$ cat src/rtl/lim_pkg.sv
package lim_pkg;
  localparam int PARCEL_W = 16;
  localparam int NPARCEL  = 3;
  localparam int INSN_W   = PARCEL_W * NPARCEL;
  localparam int RID_W    = 5;
  localparam int IMM_W    = 32;

  localparam logic [5:0] LEN48_MARK = 6'b011111;
  localparam logic [3:0] FN_LOADIMM = 4'b1000;

  typedef struct packed {
    logic [IMM_W-1:0] imm;
    logic [3:0]       func;
    logic [RID_W-1:0] rid;
    logic             fbit;
    logic [5:0]       len;
  } li_word_t;
endpackage

$ cat src/rtl/lim_rst_sync.sv
module lim_rst_sync #(
  parameter int STAGES = 2
) (
  input  logic clk,
  input  logic rst_n,
  output logic rst_sync_n
);
  logic [STAGES-1:0] sh_q;
  logic [STAGES-1:0] sh_d;

  always_comb begin
    sh_d = {sh_q[STAGES-2:0], 1'b1};
  end

  always_ff @(posedge clk or negedge rst_n) begin
    if (!rst_n) sh_q <= '0;
    else        sh_q <= sh_d;
  end

  assign rst_sync_n = sh_q[STAGES-1];
endmodule

$ cat src/rtl/lim_parcel_asm.sv
module lim_parcel_asm #(
  parameter int PW = 16,
  parameter int NP = 3
) (
  input  logic           clk,
  input  logic           rst_sn,
  input  logic [PW-1:0]  parcel_i,
  input  logic           vld_i,
  output logic           rdy_o,
  output logic [PW*NP-1:0] word_o,
  output logic           exec_o
);
  localparam int CW = (NP > 1) ? $clog2(NP) : 1;

  logic [CW-1:0] cnt_q, cnt_d;
  logic          exec_q, exec_d;
  logic          take;
  logic          last;
  logic [PW-1:0] slot_q [NP];

  assign rdy_o = rst_sn & ~exec_q;
  assign take  = vld_i & rdy_o;
  assign last  = (cnt_q == CW'(NP-1));

  always_comb begin
    cnt_d  = cnt_q;
    exec_d = 1'b0;
    if (take) begin
      if (last) begin
        cnt_d  = '0;
        exec_d = 1'b1;
      end else begin
        cnt_d = cnt_q + CW'(1);
      end
    end
  end

  always_ff @(posedge clk or negedge rst_sn) begin
    if (!rst_sn) begin
      cnt_q  <= '0;
      exec_q <= 1'b0;
    end else begin
      cnt_q  <= cnt_d;
      exec_q <= exec_d;
    end
  end

  for (genvar g = 0; g < NP; g++) begin : g_slot
    logic slot_en;
    assign slot_en = take & (cnt_q == CW'(g));
    always_ff @(posedge clk) begin
      if (slot_en) slot_q[g] <= parcel_i;
    end
    assign word_o[g*PW +: PW] = slot_q[g];
  end

  assign exec_o = exec_q;


  exec_one_cycle_chk: assert property (@(posedge clk) disable iff (!rst_sn)
    exec_q |=> !exec_q);

  cnt_range_chk: assert property (@(posedge clk) disable iff (!rst_sn)
    cnt_q <= CW'(NP-1));

  exec_after_last_chk: assert property (@(posedge clk) disable iff (!rst_sn)
    exec_q |-> $past(cnt_q) == CW'(NP-1));
endmodule

$ cat src/rtl/lim_decode.sv
module lim_decode
  import lim_pkg::*;
(
  input  logic [INSN_W-1:0] word_i,
  output logic              legal_o,
  output logic [RID_W-1:0]  rid_o,
  output logic [IMM_W-1:0]  imm_o
);
  li_word_t w;
  logic     is48;
  logic     fn_ok;

  assign w = li_word_t'(word_i);

  always_comb begin
    is48    = (w.len == LEN48_MARK);
    fn_ok   = (w.func == FN_LOADIMM) && !w.fbit;
    legal_o = is48 && fn_ok;
    rid_o   = w.rid;
    imm_o   = w.imm;
  end
endmodule

$ cat src/rtl/lim_exec.sv
module lim_exec #(
  parameter int XLEN = 64
) (
  input  logic [XLEN-1:0] rs_i,
  input  logic [31:0]     imm_i,
  output logic [XLEN-1:0] res_o
);
  if (XLEN == 32) begin : g_x32
    logic unused_rs;
    assign unused_rs = ^rs_i;
    assign res_o     = imm_i;
  end else begin : g_wide
    assign res_o = {rs_i[XLEN-33:0], imm_i};
  end
endmodule

$ cat src/rtl/lim_unit.sv
module lim_unit
  import lim_pkg::*;
#(
  parameter int XLEN = 64
) (
  input  logic            clk,
  input  logic            rst_n,
  input  logic [15:0]     parcel_i,
  input  logic            parcel_vld_i,
  output logic            parcel_rdy_o,
  output logic [4:0]      rf_raddr_o,
  input  logic [XLEN-1:0] rf_rdata_i,
  output logic            rf_we_o,
  output logic [4:0]      rf_waddr_o,
  output logic [XLEN-1:0] rf_wdata_o,
  output logic            illegal_o
);
  logic              rst_sn;
  logic [INSN_W-1:0] word;
  logic              exec;
  logic              legal;
  logic [RID_W-1:0]  rid;
  logic [IMM_W-1:0]  imm;
  logic [XLEN-1:0]   result;

  lim_rst_sync #(.STAGES(2)) u_rst (
    .clk(clk), .rst_n(rst_n), .rst_sync_n(rst_sn)
  );

  lim_parcel_asm #(.PW(PARCEL_W), .NP(NPARCEL)) u_asm (
    .clk(clk), .rst_sn(rst_sn), .parcel_i(parcel_i), .vld_i(parcel_vld_i),
    .rdy_o(parcel_rdy_o), .word_o(word), .exec_o(exec)
  );

  lim_decode u_dec (
    .word_i(word), .legal_o(legal), .rid_o(rid), .imm_o(imm)
  );

  lim_exec #(.XLEN(XLEN)) u_exe (
    .rs_i(rf_rdata_i), .imm_i(imm), .res_o(result)
  );

  always_comb begin
    rf_raddr_o = rid;
    rf_waddr_o = rid;
    rf_wdata_o = result;
    rf_we_o    = exec && legal && (rid != '0);
    illegal_o  = exec && !legal;
  end


  we_after_accept_chk: assert property (@(posedge clk) disable iff (!rst_sn)
    rf_we_o |-> $past(parcel_vld_i && parcel_rdy_o));

  rdy_low_exec_chk: assert property (@(posedge clk) disable iff (!rst_sn)
    (rf_we_o || illegal_o) |-> !parcel_rdy_o);

  no_x0_write_chk: assert property (@(posedge clk) disable iff (!rst_sn)
    rf_we_o |-> rf_waddr_o != 5'd0);

  we_illegal_excl_chk: assert property (@(posedge clk) disable iff (!rst_sn)
    !(rf_we_o && illegal_o));

  illegal_pulse_chk: assert property (@(posedge clk) disable iff (!rst_sn)
    illegal_o |=> !illegal_o);

  imm_high_half_chk: assert property (@(posedge clk) disable iff (!rst_sn)
    rf_we_o |-> rf_wdata_o[31:16] == $past(parcel_i));
endmodule

$ cat config.mk
export PLATFORM = sky130hd
export DESIGN_NAME = lim_unit
export DESIGN_NICKNAME = d
export VERILOG_FILES = /design/src/rtl/lim_pkg.sv /design/src/rtl/lim_rst_sync.sv /design/src/rtl/lim_parcel_asm.sv /design/src/rtl/lim_decode.sv /design/src/rtl/lim_exec.sv /design/src/rtl/lim_unit.sv
export SDC_FILE = /design/constraint.sdc
export NUM_CORES = 1
export LEC_CHECK = 0
export ABC_AREA = 1
export BUFFER_PORTS_ARGS = -buffer_cell sky130_fd_sc_hd__clkbuf_2
export CAP_MARGIN = 10
export CELL_PAD_IN_SITES_DETAIL_PLACEMENT = 2
export CELL_PAD_IN_SITES_GLOBAL_PLACEMENT = 2
export CORE_ASPECT_RATIO = 1.75
export CORE_MARGIN = 4
export CORE_UTILIZATION = 26
export DETAILED_ROUTE_END_ITERATION = 8
export MAX_ROUTING_LAYER = met4
export PLACE_DENSITY = 0.92
export SLEW_MARGIN = 20
export SYNTH_ARGS = -nofsm -noshare
export SYNTH_HDL_FRONTEND = slang
export SYNTH_SLANG_ARGS = --single-unit
$ cat constraint.sdc
create_clock -name clk -period 0.98 [get_ports clk]
set_input_delay 0 -clock clk [delete_from_list [all_inputs] [get_ports clk]]
set_output_delay 0 -clock clk [all_outputs]
set_load 0.01 [all_outputs]
* Yosys cells after proc, flatten, opt, wreduce, memory -nomap -nowiden *
Memory sizes are Yosys's and may differ from the RTL's.
Index checks and enable logic that the tools add are counted.

storage, ports and cells
  output and inout port bits = 77
  flip-flop bits (word level) = 5
  logic and storage cells = 41
  input port bits = 83
  memory bits (writable) = 48
  memories kept = 1

cells by class
  bitwise gates (word level) = 6
  reductions and logical operators = 11
  equality and inequality tests = 4
  $add $sub $neg = 1
  mux-type cells = 15

memory list
  name          words  bits a word  rd ports  clocked after memory_dff  wr ports  RTL line              text
  u_asm.slot_q  3      16           3         0                         1         lim_parcel_asm.sv:19  logic [PW-1:0] slot_q [NP];

operators with widths
  cell                   count
  $mux W16               2
  $reduce_or A16 Y1      2
  $mux W1                10
  $eq A6 B5 Y1 const B   1
  $mux W2                3
  $and A1 B1 Y1          5
  $logic_and A1 B1 Y1    5
  $reduce_bool A5 Y1     1
  $eq A4 B4 Y1 const B   1
  $add A2 B1 Y2 const B  1
  $eq A2 B1 Y1 const B   1
  $eq A2 B2 Y1 const B   1
  $logic_not A1 Y1       2
  $logic_not A2 Y1       1
  $not A1 Y1             1

* Longest topological paths before layout *
Gate-level depths: netlist (run 1).

  depth in word-level cells = 9
  mapped depth = 6
  gate-level depth less buffers = 6

* By module *
From an unflattened synthesis (run 1), not the netlist that was laid out.

unflattened totals
  cells, all modules = 200
  area total of the unflattened synthesis = 2537.4 um^2

modules (own cells, without submodules)
  module          sequential area each (um^2)  instances  cells each  area an instance (um^2)
  lim_parcel_asm  1516.5                       1          68          1591.5
  lim_exec        0.0                          1          64          480.5
  lim_decode      0.0                          1          50          332.8
  lim_unit        0.0                          1          15          78.8
  lim_rst_sync    50.0                         1          3           53.8

* Least setup slack after synthesis (run 1) *
OpenSTA, ideal clock, no wires.

  path kind = reg-to-reg
  start point = reg u_rst.sh_q[1]
  end point = mem u_asm.slot_q[0][0], enable pin
  period minus slack after synthesis = 1.786 ns
  data required time = 0.592 ns
  stages on the path, launching flop included = 5
  slack = -0.806 ns
  arrival = 1.397 ns
  path buffers = 0
  library setup time = 0.388 ns
  cells stage by stage = dfrtp_1 > inv_1 > nor2_4 > nand2_4 > nor2_1

on the way
  elaborated cells on any way between the ends = 17
  classes of those cells = mux: 10; bitwise: 5; reduce/logical: 2

RTL lines
  what                             RTL line              text
  start, declared                  lim_rst_sync.sv:8     logic [STAGES-1:0] sh_q;
  start signal, assigned           lim_rst_sync.sv:16    if (!rst_n) sh_q <= '0;
  start signal, assigned           lim_rst_sync.sv:17    else sh_q <= sh_d;
  $and A1 B1 Y1                    lim_parcel_asm.sv:21  assign rdy_o = rst_sn & ~exec_q;
  net parcel_rdy_o                 lim_unit.sv:10        output logic parcel_rdy_o,
  $and A1 B1 Y1                    lim_parcel_asm.sv:22  assign take = vld_i & rdy_o;
  $and A1 B1 Y1                    lim_parcel_asm.sv:50  assign slot_en = take & (cnt_q == CW'(g));
  net u_asm.g_slot[0].slot_en      lim_parcel_asm.sv:49  logic slot_en;
  $mux W1                          lim_parcel_asm.sv:52  if (slot_en) slot_q[g] <= parcel_i;
  $mux W1 (implied by the code)    lim_parcel_asm.sv:52
  $mux W1 (no line) (2 in series)  --
  end, declared                    lim_parcel_asm.sv:19

The timed path passes the listed nets, and every way through them passes these cells.

* Worst setup path after layout (run 1) *
  start point = reg u_asm.exec_q, in the netlist u_asm.exec_o
  end point = mem u_asm.slot_q[2][0], in the netlist u_asm.slot_q[0][32], enable pin

on the way
  cells in the longest elaborated chain, start to end = 9
  elaborated cells on any way between the ends = 18
  classes of those cells = mux: 10; bitwise: 6; reduce/logical: 2

ends and longest elaborated chain
  what                                                               RTL line              text
  start, declared                                                    lim_parcel_asm.sv:16  logic exec_q, exec_d;
  start signal, assigned                                             lim_parcel_asm.sv:41  exec_q <= 1'b0;
  start signal, assigned                                             lim_parcel_asm.sv:44  exec_q <= exec_d;
  $not A1 Y1 *                                                       lim_parcel_asm.sv:21
  $and A1 B1 Y1 *                                                    lim_parcel_asm.sv:21
  $and A1 B1 Y1 *                                                    lim_parcel_asm.sv:22
  $and A1 B1 Y1                                                      lim_parcel_asm.sv:50
  $mux W1                                                            lim_parcel_asm.sv:52
  $mux W1 (implied by the code)                                      lim_parcel_asm.sv:52
  $reduce_or A16 Y1 (no line)                                        --
  $mux W2 (no line) / $mux W1 (equally long branches) (2 in series)  --

Mark *: on every way between the ends. The rest lies on a longest branch, timed or not.

==> results of run 1 <==
==> final timing paths <==
check                                             start                            end  depth (start not counted)
worst max-delay path             u_asm.exec_o$_DFF_PN0_  u_asm.slot_q[0][32]$_DFFE_PP_                          4
worst max register to register   u_asm.exec_o$_DFF_PN0_  u_asm.slot_q[0][32]$_DFFE_PP_                          4
worst min-delay path                     rf_rdata_i[26]                 rf_wdata_o[58]                          0
max in group asynchronous       u_rst.sh_q[1]$_DFF_PN0_     u_asm.cnt_q[1]$_DFFE_PN0P_                          2
worst min register to register  u_rst.sh_q[1]$_DFF_PN0_         u_asm.exec_o$_DFF_PN0_                          2
min in group asynchronous                         rst_n        u_rst.sh_q[0]$_DFF_PN0_                          2
==> what timing repair did <==
item | 4_1_cts | 5_1_grt
buffers inserted | 4 | 4
setup endpoints to repair | 58 | 58
pin swaps | 2 | 6
endpoints found under the hold margin | 50 | 0
gates cloned | 0 | 1
gates resized for setup | 7 | 11
hold buffers | 17 | 0
==> cells in the mapped netlist <==
| library cell | instances | area, sq um |
|---|---|---|
| nor3_2 | 1 | 10.0 |
| or2_1 | 1 | 6.26 |
| nand2_4 | 1 | 11.3 |
| nand2_1 | 10 | 37.5 |
| edfxtp_1 | 48 | 1440 |
| buf_4 | 74 | 556 |
| inv_1 | 9 | 33.8 |
| nand3b_1 | 1 | 7.51 |
| nor2_4 | 1 | 11.3 |
| conb_1 | 1 | 3.75 |
| dfrtp_1 | 5 | 125 |
| o21ai_2 | 2 | 17.5 |
| nor2_1 | 12 | 45.0 |
| nand3_1 | 2 | 10.0 |
==> metal layers <==
| metal | GRT usage, % | share of wire [%] | vias to the layer above |
|---|---|---|---|
| li1 | - | - | 541 |
| met1 | 7.98 | 30 | 583 |
| met2 | 17.4 | 59 | 56 |
| met3 | 4.16 | 8.3 | 11 |
| met4 | 4.30 | 2.3 | 0 |
| met5 | - | 0 | - |
==> power by group through the flow <==
| stage | Clock (mW) | Combinational (mW) | Sequential [mW] |
|---|---|---|---|
| floorplan | 0 | 0.671 | 2.88 |
| global placement | 0 | 0.850 | 2.88 |
| detailed placement | 0 | 0.911 | 2.91 |
| CTS | 2.00 | 1.02 | 2.86 |
| global route | 2.13 | 1.16 | 2.89 |
| finish | 1.96 | 1.08 | 2.86 |
==> cell families after synthesis <==
| family | Yosys count |
|---|---|
| other | 1 |
| and+or+nand+nor | 29 |
| buffers and inverters | 83 |
| AOI/OAI and AO/OA | 2 |
| DFF | 53 |
==> worst register-to-register path, cell delays in order (launching register included) <==
cell,delay [ns]
dfrtp_1,0.41
nor2_4,0.15
nand2_4,0.09
nor3_4,0.20
buf_12,0.19
==> cell type report <==
type | count | area [sq um] | area share [%]
Multi-Input combinational cell | 32 | 204 | 7.19
Timing Repair Buffer | 100 | 717 | 25.3
Clock inverter | 2 | 38.8 | 1.37
Tap cell | 117 | 146 | 5.16
Inverter | 9 | 33.8 | 1.19
Sequential cell | 53 | 1570 | 55.3
Clock buffer | 6 | 129 | 4.55
==> flip-flops by register name, summed over array words and instances, names as in the netlist <==
name,count
u_asm.exec_o,1
u_asm.slot_q,48
u_asm.cnt_q,2
u_rst.sh_q,2
==> stage by stage <==
step                worst slack [ns]  std cells
floorplan                     -0.551        168
global placement              -0.302        288
detailed placement            -0.341        288
CTS                           -0.351        315
global route                  -0.384        319
finish                        -0.341        319
==> impl_metrics.env, run 1 <==
export IMPL_track_usage_pct=9.52
export IMPL_synth_compound_area_share_pct=0.756
export IMPL_initial_core_util_pct=26.7
export IMPL_design_area_sq_mm=0.00284
export IMPL_cts_buffers=5
export IMPL_core_rowCount=45
export IMPL_p_leak_nw=1.15
export IMPL_overflow=0
export IMPL_rsz0062_at_grt="true"
export IMPL_maxSlewViolCount=0
export IMPL_power_mw=5.89
export IMPL_hold_ws_ns=0.00000281
export IMPL_slowest_delay_ns=0.41
export IMPL_cts_clk_slew_worst_paths_ns=0.06
export IMPL_grt_pass1_vias=1367
export IMPL_grt_max_degree=17
export IMPL_ctsLongestPathBuffers=2
export IMPL_setup_viol=55
export IMPL_cts_tree="yes"
export IMPL_clkPwrFrac_pct=33.2
export IMPL_fp_dieW_microns=79.3
export IMPL_layout_drive_gt1_share_pct=53.0
export IMPL_gp_congestion=0.706
export IMPL_layout_commonest_cell="clkbuf_2"
export IMPL_synth_top_family_by_area="buffers and inverters"
export IMPL_worst_ep_required_time_ns=0.99
export IMPL_cp_top_family="simple AND/OR/NAND/NOR gates"
export IMPL_p_switching_mw=1.40
export IMPL_synth_cell_types=14
export IMPL_fillers=939
export IMPL_yosys_warnings=0
export IMPL_portBuffers=63
export IMPL_ys_seq_area_share_pct=67.6
export IMPL_setup_tns_ns=-15.74
export IMPL_areaGrowthSynthToFinish_pct=22.4
export IMPL_clkLatencyLatePin_ns=0.29
export IMPL_cpMaxStageDelayCell="dfrtp_1"
export IMPL_worst_setup_path_type="flop to flop"
export IMPL_synthMuxAreaShare_pct=0
export IMPL_seqPwrFrac_pct=48.5
export IMPL_drc=0
export IMPL_drtIter0Drc=52
export IMPL_dp_hpwl_microns=3620
export IMPL_dr_total_vias=1191
export IMPL_path_cells="nor2_4, nand2_4, nor3_4, buf_12"
export IMPL_period_needed_ns=1.32
export IMPL_synth_fa_ha_area_share_pct=0
export IMPL_die_area_sq_mm=0.0105
export IMPL_route_antenna_remaining_nets=0
export IMPL_ys_ff_latch=53
export IMPL_core_sq_mm=0.00867
export IMPL_die_h_microns=133
export IMPL_antennaDiodeCount=0
export IMPL_ir_worst_vdd_v=0.000777
export IMPL_syn_inst=168
export IMPL_max_freq_mhz=757
export IMPL_synth_xor_area_share_pct=0
export IMPL_cts_root_buffer="clkbuf_16"
export IMPL_hold_viol_final=0
export IMPL_cap_viol_max_count=0
export IMPL_cp_data_arrival_time_ns=1.33
export IMPL_vias_per_cell=3.73
export IMPL_syn_area_sq_mm=0.00232
export IMPL_status="finished with violations"
export IMPL_r2r_slack_ns=-0.34
export IMPL_avgSynthCellArea_sq_um=13.8
export IMPL_routed_wl_microns=4760
export IMPL_cts_max_level=2
export IMPL_fin_nets=284
export IMPL_cp_end_kind="flop"
export IMPL_finalWorstSetupSlack_ns=-0.341
export IMPL_antenna_found_initial=0
export IMPL_wire_per_inst_microns=14.9
export IMPL_switching_share_pct=23.8
export IMPL_post_route_util_pct=32.7
export IMPL_hp_class="input port to primary output"
export IMPL_skew_ns=0.00592
export IMPL_layout_common_cells="60 x clkbuf_2, 48 x edfxtp_1, 17 x dlygate4sd3_1"
export IMPL_finalCritPeriodShare_pct=135
export IMPL_p_int_mw=4.49
export IMPL_placed_area_sq_mm=0.00238
export IMPL_crit_fanout=13
export IMPL_combPwrFrac_pct=18.3
export IMPL_failed_checks="setup timing"
export IMPL_ioPinCount=160
export IMPL_worstSetupStartpointType="flop"
export IMPL_synth_simple_area_share_pct=6.00
export IMPL_path_buf_inv=1
export IMPL_p_per_area_mw_per_mm2=2080
export IMPL_mappedNetlistNets=251
export IMPL_first_pass_iters=3
export IMPL_grt_pass1_wl_microns=7230
export IMPL_clock_sinks=53
Note: power is estimated with default switching activity, not from simulation.
==> run 2: changes to the inputs <==
Settings changed: CORE_UTILIZATION 26 to 27, HOLD_SLACK_MARGIN from default to 0.08, PLACE_DENSITY 0.92 to 0.93, SYNTH_HIERARCHICAL from default to 1.
==> run 2 against run 1 <==
Against the previous run: the flow still finishes with violations (setup timing); combinational power rose by 17%; global-route usage up 1.7 points; final cell count up 11%; core utilization increased by 2.2 points; die area is 5.1% higher; count of clock-buffer cells in the layout grew 2; non-clock buffer count is 33 higher; clock power decreased by 16%; total power is 1.2% lower; sequential power rose by 2%.
==> impl_metrics.env, run 2 <==
export IMPL_cpMaxStageDelayCell="edfxtp_1"
export IMPL_failed_checks="setup timing"
export IMPL_track_usage_pct=11.2
export IMPL_p_leak_nw=1.28
export IMPL_gp_congestion=0.670
export IMPL_synth_cell_types=11
export IMPL_syn_inst=200
export IMPL_cp_depth=10
export IMPL_p_int_mw=4.32
export IMPL_cap_viol_max_count=0
export IMPL_synthArstFlopShare_pct=9.43
export IMPL_rr_endpoint="u_asm/slot_q[0][46]$_DFFE_PP_"
export IMPL_max_freq_mhz=675
export IMPL_antennaDiodeCount=0
export IMPL_rsz0062_at_grt="true"
export IMPL_mappedNetlistNets=283
export IMPL_route_antenna_remaining_nets=0
export IMPL_drc=0
export IMPL_combPwrFrac_pct=21.6
export IMPL_cp_end_kind="primary output"
export IMPL_r2r_start="u_asm/exec_o$_DFF_PN0_"
export IMPL_crit_fanout=2
export IMPL_clkPwrFrac_pct=28.4
export IMPL_synth_top_cell_area_share_pct=56.8
export IMPL_startpoint="u_asm/slot_q[0][5]$_DFFE_PP_"
export IMPL_top_regs="u_asm/slot_q (48), u_asm/cnt_q (2), u_rst/sh_q (2)"
export IMPL_initial_core_util_pct=27.7
export IMPL_synth_edf_count=48
export IMPL_ir_worst_vdd_v=0.000803
export IMPL_clock_sinks=53
export IMPL_synth_top_area_cell="edfxtp_1"
export IMPL_portBuffers=63
export IMPL_finalWorstSetupSlack_ns=-0.501
export IMPL_cts_buffers=5
export IMPL_setup_viol=54
export IMPL_p_switching_mw=1.50
export IMPL_worst_setup_path_type="flop to primary output"
export IMPL_cts_clk_slew_worst_paths_ns=0.06
export IMPL_status="finished with violations"
export IMPL_synth_top_cells_by_count="106 x buf_4, 48 x edfxtp_1, 13 x inv_1"
export IMPL_ioPinCount=160
export IMPL_cts_root_buffer="clkbuf_16"
export IMPL_ys_ff_latch=53
export IMPL_grt_pass1_vias=1531
export IMPL_antenna_found_initial=0
export IMPL_path_buf_inv=4
export IMPL_cp_top_family="simple AND/OR/NAND/NOR gates"
export IMPL_hold_viol_final=0
export IMPL_largest_reg_flops=48
export IMPL_layout_commonest_cell="clkbuf_2"
export IMPL_endpoint="rf_we_o"
export IMPL_hold_ws_ns=0.181
export IMPL_synth_top_cells_by_area="edfxtp_1 57%, buf_4 31%, dfrtp_1 4.9%, inv_1 1.9%, nand2_1 1.8%"
export IMPL_layout_common_cells="60 x clkbuf_2, 50 x dlygate4sd3_1, 48 x edfxtp_1"
export IMPL_worst_ep_required_time_ns=0.98
export IMPL_grt_max_degree=15
export IMPL_r2r_cells=5
export IMPL_maxSlewViolCount=0
export IMPL_slowest_delay_ns=0.35
export IMPL_avgSynthCellArea_sq_um=12.7
export IMPL_seqPwrFrac_pct=50.0
export IMPL_design_area_sq_mm=0.00320
export IMPL_clkLatencyLatePin_ns=0.29
export IMPL_p_per_area_mw_per_mm2=1820
export IMPL_core_rowCount=46
export IMPL_drtIter0Drc=36
export IMPL_crit_top_cell="nand2_2"
export IMPL_synthMostInstantiatedCell="buf_4"
export IMPL_die_area_sq_mm=0.0111
export IMPL_ys_seq_area_share_pct=61.7
export IMPL_syn_area_sq_mm=0.00254
export IMPL_r2r_slack_ns=-0.34
export IMPL_areaGrowthSynthToFinish_pct=26.0
export IMPL_dp_hpwl_microns=3780
export IMPL_yosys_warnings=6
export IMPL_core_sq_mm=0.00915
export IMPL_layout_drive_gt1_share_pct=49.4
export IMPL_worstSetupStartpointType="flop"
export IMPL_cts_tree="yes"
export IMPL_wire_per_inst_microns=16.3
export IMPL_placed_area_sq_mm=0.00232
export IMPL_first_pass_iters=4
export IMPL_hp_class="input port to flop"
export IMPL_overflow=0
export IMPL_dr_total_vias=1341
export IMPL_fp_dieW_microns=81.3
export IMPL_finalCritPeriodShare_pct=151
export IMPL_skew_ns=0.00630
export IMPL_die_h_microns=136
export IMPL_ctsLongestPathBuffers=2
export IMPL_vias_per_cell=3.78
export IMPL_ys_flop_type="edfxtp_1"
export IMPL_path_cells="inv_1, nand2_1, nor2_1, nand2_2, nor2_4, nand2_2, inv_2, nand2_2, inv_2, buf_6"
export IMPL_cp_data_arrival_time_ns=1.48
export IMPL_grt_pass1_wl_microns=8380
export IMPL_routed_wl_microns=5780
export IMPL_switching_share_pct=25.8
export IMPL_largest_register="u_asm/slot_q"
export IMPL_fin_nets=317
export IMPL_cts_max_level=2
export IMPL_period_needed_ns=1.48
[run 2: power by group through the flow]
stage	Combinational (mW)	Clock [mW]	Sequential (mW)
6_report	1.26	1.65	2.91
5_1_grt	1.36	1.82	2.94
4_1_cts	1.20	1.73	2.88
3_5_place_dp	0.773	0	2.92
3_3_place_gp	0.695	0	2.89
2_1_floorplan	0.765	0	2.87
[run 2: how the worst min path moves through the flow]
stage,from,endpoint,slack [ns],cells after the start
2_1_floorplan,rst_n,u_rst/sh_q[0]$_DFF_PN0_,-0.30,0
3_3_place_gp,rst_n,u_rst/sh_q[0]$_DFF_PN0_,-0.20,1
3_5_place_dp,rst_n,u_rst/sh_q[0]$_DFF_PN0_,-0.20,1
4_1_cts,parcel_vld_i,u_asm/cnt_q[1]$_DFFE_PN0P_,0.06,3
5_1_grt,parcel_vld_i,u_asm/cnt_q[1]$_DFFE_PN0P_,0.20,4
6_report,parcel_vld_i,u_asm/cnt_q[1]$_DFFE_PN0P_,0.18,4
[run 2: cell families (layout without fill, tap and decap cells)]
family	after synthesis	after routing	synth area share [%]
buffers and inverters	119	154	33.3
DFF	53	53	61.7
other	1	1	0.148
and+or+nand+nor	27	27	4.83
[run 2: per-layer routing]
layer  GRT usage, %  part of all wire (%)  wire (microns)
met1           8.97                    29            1700
met2           21.6                    61            3550
met3           3.32                   7.0             407
met4           5.92                   2.2             125
met5              -                     0               0
[run 2: metrics by stage]
stage                     utilization (%)  worst slack, ns  power (mW)  std cells  TNS, ns
final                                34.9           -0.501        5.82        355   -17.01
after global routing                 34.9           -0.613        6.11        355   -20.01
after CTS                            34.4           -0.477        5.82        355   -14.94
after detailed placement             25.4           -0.362        3.69        286   -16.87
after global placement               25.4           -0.236        3.59        286   -10.98
after floorplan                         -           -0.282        3.63        200   -13.59
[run 2: worst reg2reg max path, stage by stage (launching register included)]
cell     delay (ns)
dfrtp_2        0.44
buf_6          0.13
inv_4          0.05
nand3_4        0.08
nor2_4         0.18
buf_6          0.16
[run 2: layout make-up]
cell class,count,area [sq um]
Inverter,13,58.8
Fill cell,910,5950
Timing Repair Buffer,133,1060
Clock buffer,8,136
Tap cell,120,150
Multi-Input combinational cell,28,219
Sequential cell,53,1570
[run 2: what timing repair did]
item / 4_1_cts / 5_1_grt
buffers inserted: 11 / 9
hold buffers: 50 / 0
endpoints found under the hold margin: 83 / 0
resized for setup: 20 / 31
pin swaps: 3 / 11
cloned: 2 / 0
endpoints found under the setup margin: 52 / 54
==> run 3: changes to the inputs <==
Settings changed: CORE_MARGIN 4 to 2.
==> run 3 against run 2 <==
Against the previous run: the flow still finishes with violations (setup timing); clock skew about the same; core utilization about the same; critical path depth unchanged; sequential cell count unchanged; sequential share of layout area up 0.21 points; combinational power down 4%.
==> impl_metrics.env, run 3 (same netlist as run 2, synthesis figures left out) <==
export IMPL_drtIter0Drc=26
export IMPL_skew_ns=0.00671
export IMPL_first_pass_iters=4
export IMPL_dr_total_vias=1341
export IMPL_areaGrowthSynthToFinish_pct=25.3
export IMPL_clkPwrFrac_pct=32.8
export IMPL_hold_viol_final=0
export IMPL_core_rowCount=46
export IMPL_die_h_microns=132
export IMPL_seqPwrFrac_pct=47.5
export IMPL_cts_buffers=5
export IMPL_status="finished with violations"
export IMPL_setup_viol=53
export IMPL_design_area_sq_mm=0.00318
export IMPL_antennaDiodeCount=0
export IMPL_largest_register="u_asm/slot_q"
export IMPL_finalWorstSetupSlack_ns=-0.520
export IMPL_die_area_sq_mm=0.0102
export IMPL_cpMaxStageDelayCell="edfxtp_1"
export IMPL_combPwrFrac_pct=19.7
export IMPL_cts_root_buffer="clkbuf_16"
export IMPL_max_freq_mhz=667
export IMPL_grt_max_degree=16
export IMPL_cp_data_arrival_time_ns=1.50
export IMPL_cts_max_level=2
export IMPL_ctsLongestPathBuffers=2
export IMPL_clock_sinks=53
export IMPL_hp_class="input port to flop"
export IMPL_initial_core_util_pct=27.9
export IMPL_period_needed_ns=1.50
export IMPL_layoutNonFillerInstCount=352
export IMPL_antenna_found_initial=0
export IMPL_maxSlewViolCount=0
export IMPL_failed_checks="setup timing"
export IMPL_cp_end_kind="primary output"
export IMPL_fillers=961
export IMPL_rsz0062_at_grt="true"
export IMPL_p_per_area_mw_per_mm2=1920
export IMPL_worstSetupStartpointType="flop"
export IMPL_slowest_delay_ns=0.37
export IMPL_fin_nets=314
export IMPL_layout_common_cells="60 x clkbuf_2, 50 x dlygate4sd3_1, 48 x edfxtp_1"
export IMPL_track_usage_pct=11.0
export IMPL_cap_viol_max_count=0
export IMPL_worst_ep_required_time_ns=0.98
export IMPL_p_switching_mw=1.50
export IMPL_crit_top_cell="nand2_1"
export IMPL_cts_tree="yes"
export IMPL_layout_commonest_cell="clkbuf_2"
export IMPL_cts_clk_slew_worst_paths_ns=0.07
export IMPL_p_leak_nw=1.28
export IMPL_p_int_mw=4.60
export IMPL_dp_cells=286
export IMPL_ioPinCount=160
export IMPL_core_sq_mm=0.00909
export IMPL_layout_drive_gt1_share_pct=47.0
export IMPL_ir_worst_vdd_v=0.000726
export IMPL_gp_congestion=0.754
export IMPL_overflow=0
export IMPL_portBuffers=63
export IMPL_worst_setup_path_type="flop to primary output"
export IMPL_grt_pass1_wl_microns=7990
export IMPL_wire_per_inst_microns=15.7
export IMPL_power_mw=6.11
export IMPL_largest_reg_flops=48
export IMPL_fp_dieW_microns=77.3
export IMPL_switching_share_pct=24.6
export IMPL_clkLatencyLatePin_ns=0.29
export IMPL_dp_hpwl_microns=3690
export IMPL_place_ws_ns=-0.321
export IMPL_routed_wl_microns=5540
export IMPL_vias_per_cell=3.81
export IMPL_path_cells="inv_1, nand2_1, nor2_1, nand2_1, nor2_2, nand2_1, inv_1, nand2_1, inv_2, buf_6"
export IMPL_top_regs="u_asm/slot_q (48), u_asm/cnt_q (2), u_rst/sh_q (2)"
export IMPL_drc=0
export IMPL_finalCritPeriodShare_pct=153
export IMPL_crit_fanout=2
export IMPL_route_antenna_remaining_nets=0
export IMPL_grt_pass1_vias=1418
export IMPL_placed_area_sq_mm=0.00232
run 3: path summary, 6_finish.rpt:
kind	endpoint	depth (start not counted)	from	slack [ns]
setup / recovery	rf_we_o	10	u_asm/slot_q[0][5]$_DFFE_PP_	-0.52
hold / removal	u_asm/cnt_q[1]$_DFFE_PN0P_	3	parcel_vld_i	0.12
setup reg to reg	u_asm/slot_q[0][22]$_DFFE_PP_	5	u_asm/cnt_q[0]$_DFFE_PN0P_	-0.34
hold reg to reg	u_asm/cnt_q[0]$_DFFE_PN0P_	2	u_rst/sh_q[1]$_DFF_PN0_	0.26
max in group asynchronous	u_rst/sh_q[1]$_DFF_PN0_	3	rst_n	0.26
min in group asynchronous	u_asm/cnt_q[0]$_DFFE_PN0P_	2	u_rst/sh_q[1]$_DFF_PN0_	0.26
run 3: critical path: cells and delay by family (launching register included):
kind,cells,cell delay (ns)
flip-flops,1,0.37
AND/OR/NAND/NOR,6,0.56
buffers and inverters,4,0.28
run 3: stage by stage:
step	hold WS (ns)	utilization, %	TNS (ns)
3_5_place_dp	-0.201	25.6	-14.07
4_1_cts	0.0685	34.9	-16.28
2_1_floorplan	-0.296	-	-13.59
6_report	0.118	35.0	-15.47
5_1_grt	0.127	35.0	-17.74
3_3_place_gp	-0.210	25.6	-8.90
run 3: layer usage:
layer,part of all wire [%],up-vias,track usage [%]
met5,0,-,-
met4,2.5,0,5.36
met3,6.8,8,2.81
met2,62,92,22.0
met1,29,644,8.70
li1,-,597,-
run 3: layout make-up:
class                      instances  area [sq um]  share of cell area (%)
sequential                        53          1570                    49.3
timing repair buffer             130          1030                    32.5
multi-input combinational         28           199                    6.25
tap                              120           150                    4.72
clock buffer                       7           143                    4.48
inverter                          13          56.3                    1.77
clock inverter                     1          30.0                   0.944
run 3: power groups by stage:
stage,logic [mW],clock network (mW),registers (mW)
global route,1.29,2.14,2.92
floorplan,0.765,0,2.87
detailed placement,0.736,0,2.92
global placement,0.667,0,2.89
finish,1.21,2.00,2.90
CTS,1.18,2.07,2.88
run 3: repair_timing:
action                                 in CTS  in global routing
buffers inserted                            9                  6
gates resized for setup                    18                 23
pin swaps                                   4                  8
setup endpoints to repair                  54                 54
gates cloned                                2                  0
endpoints found under the hold margin      83                  0
hold buffers                               50                  0
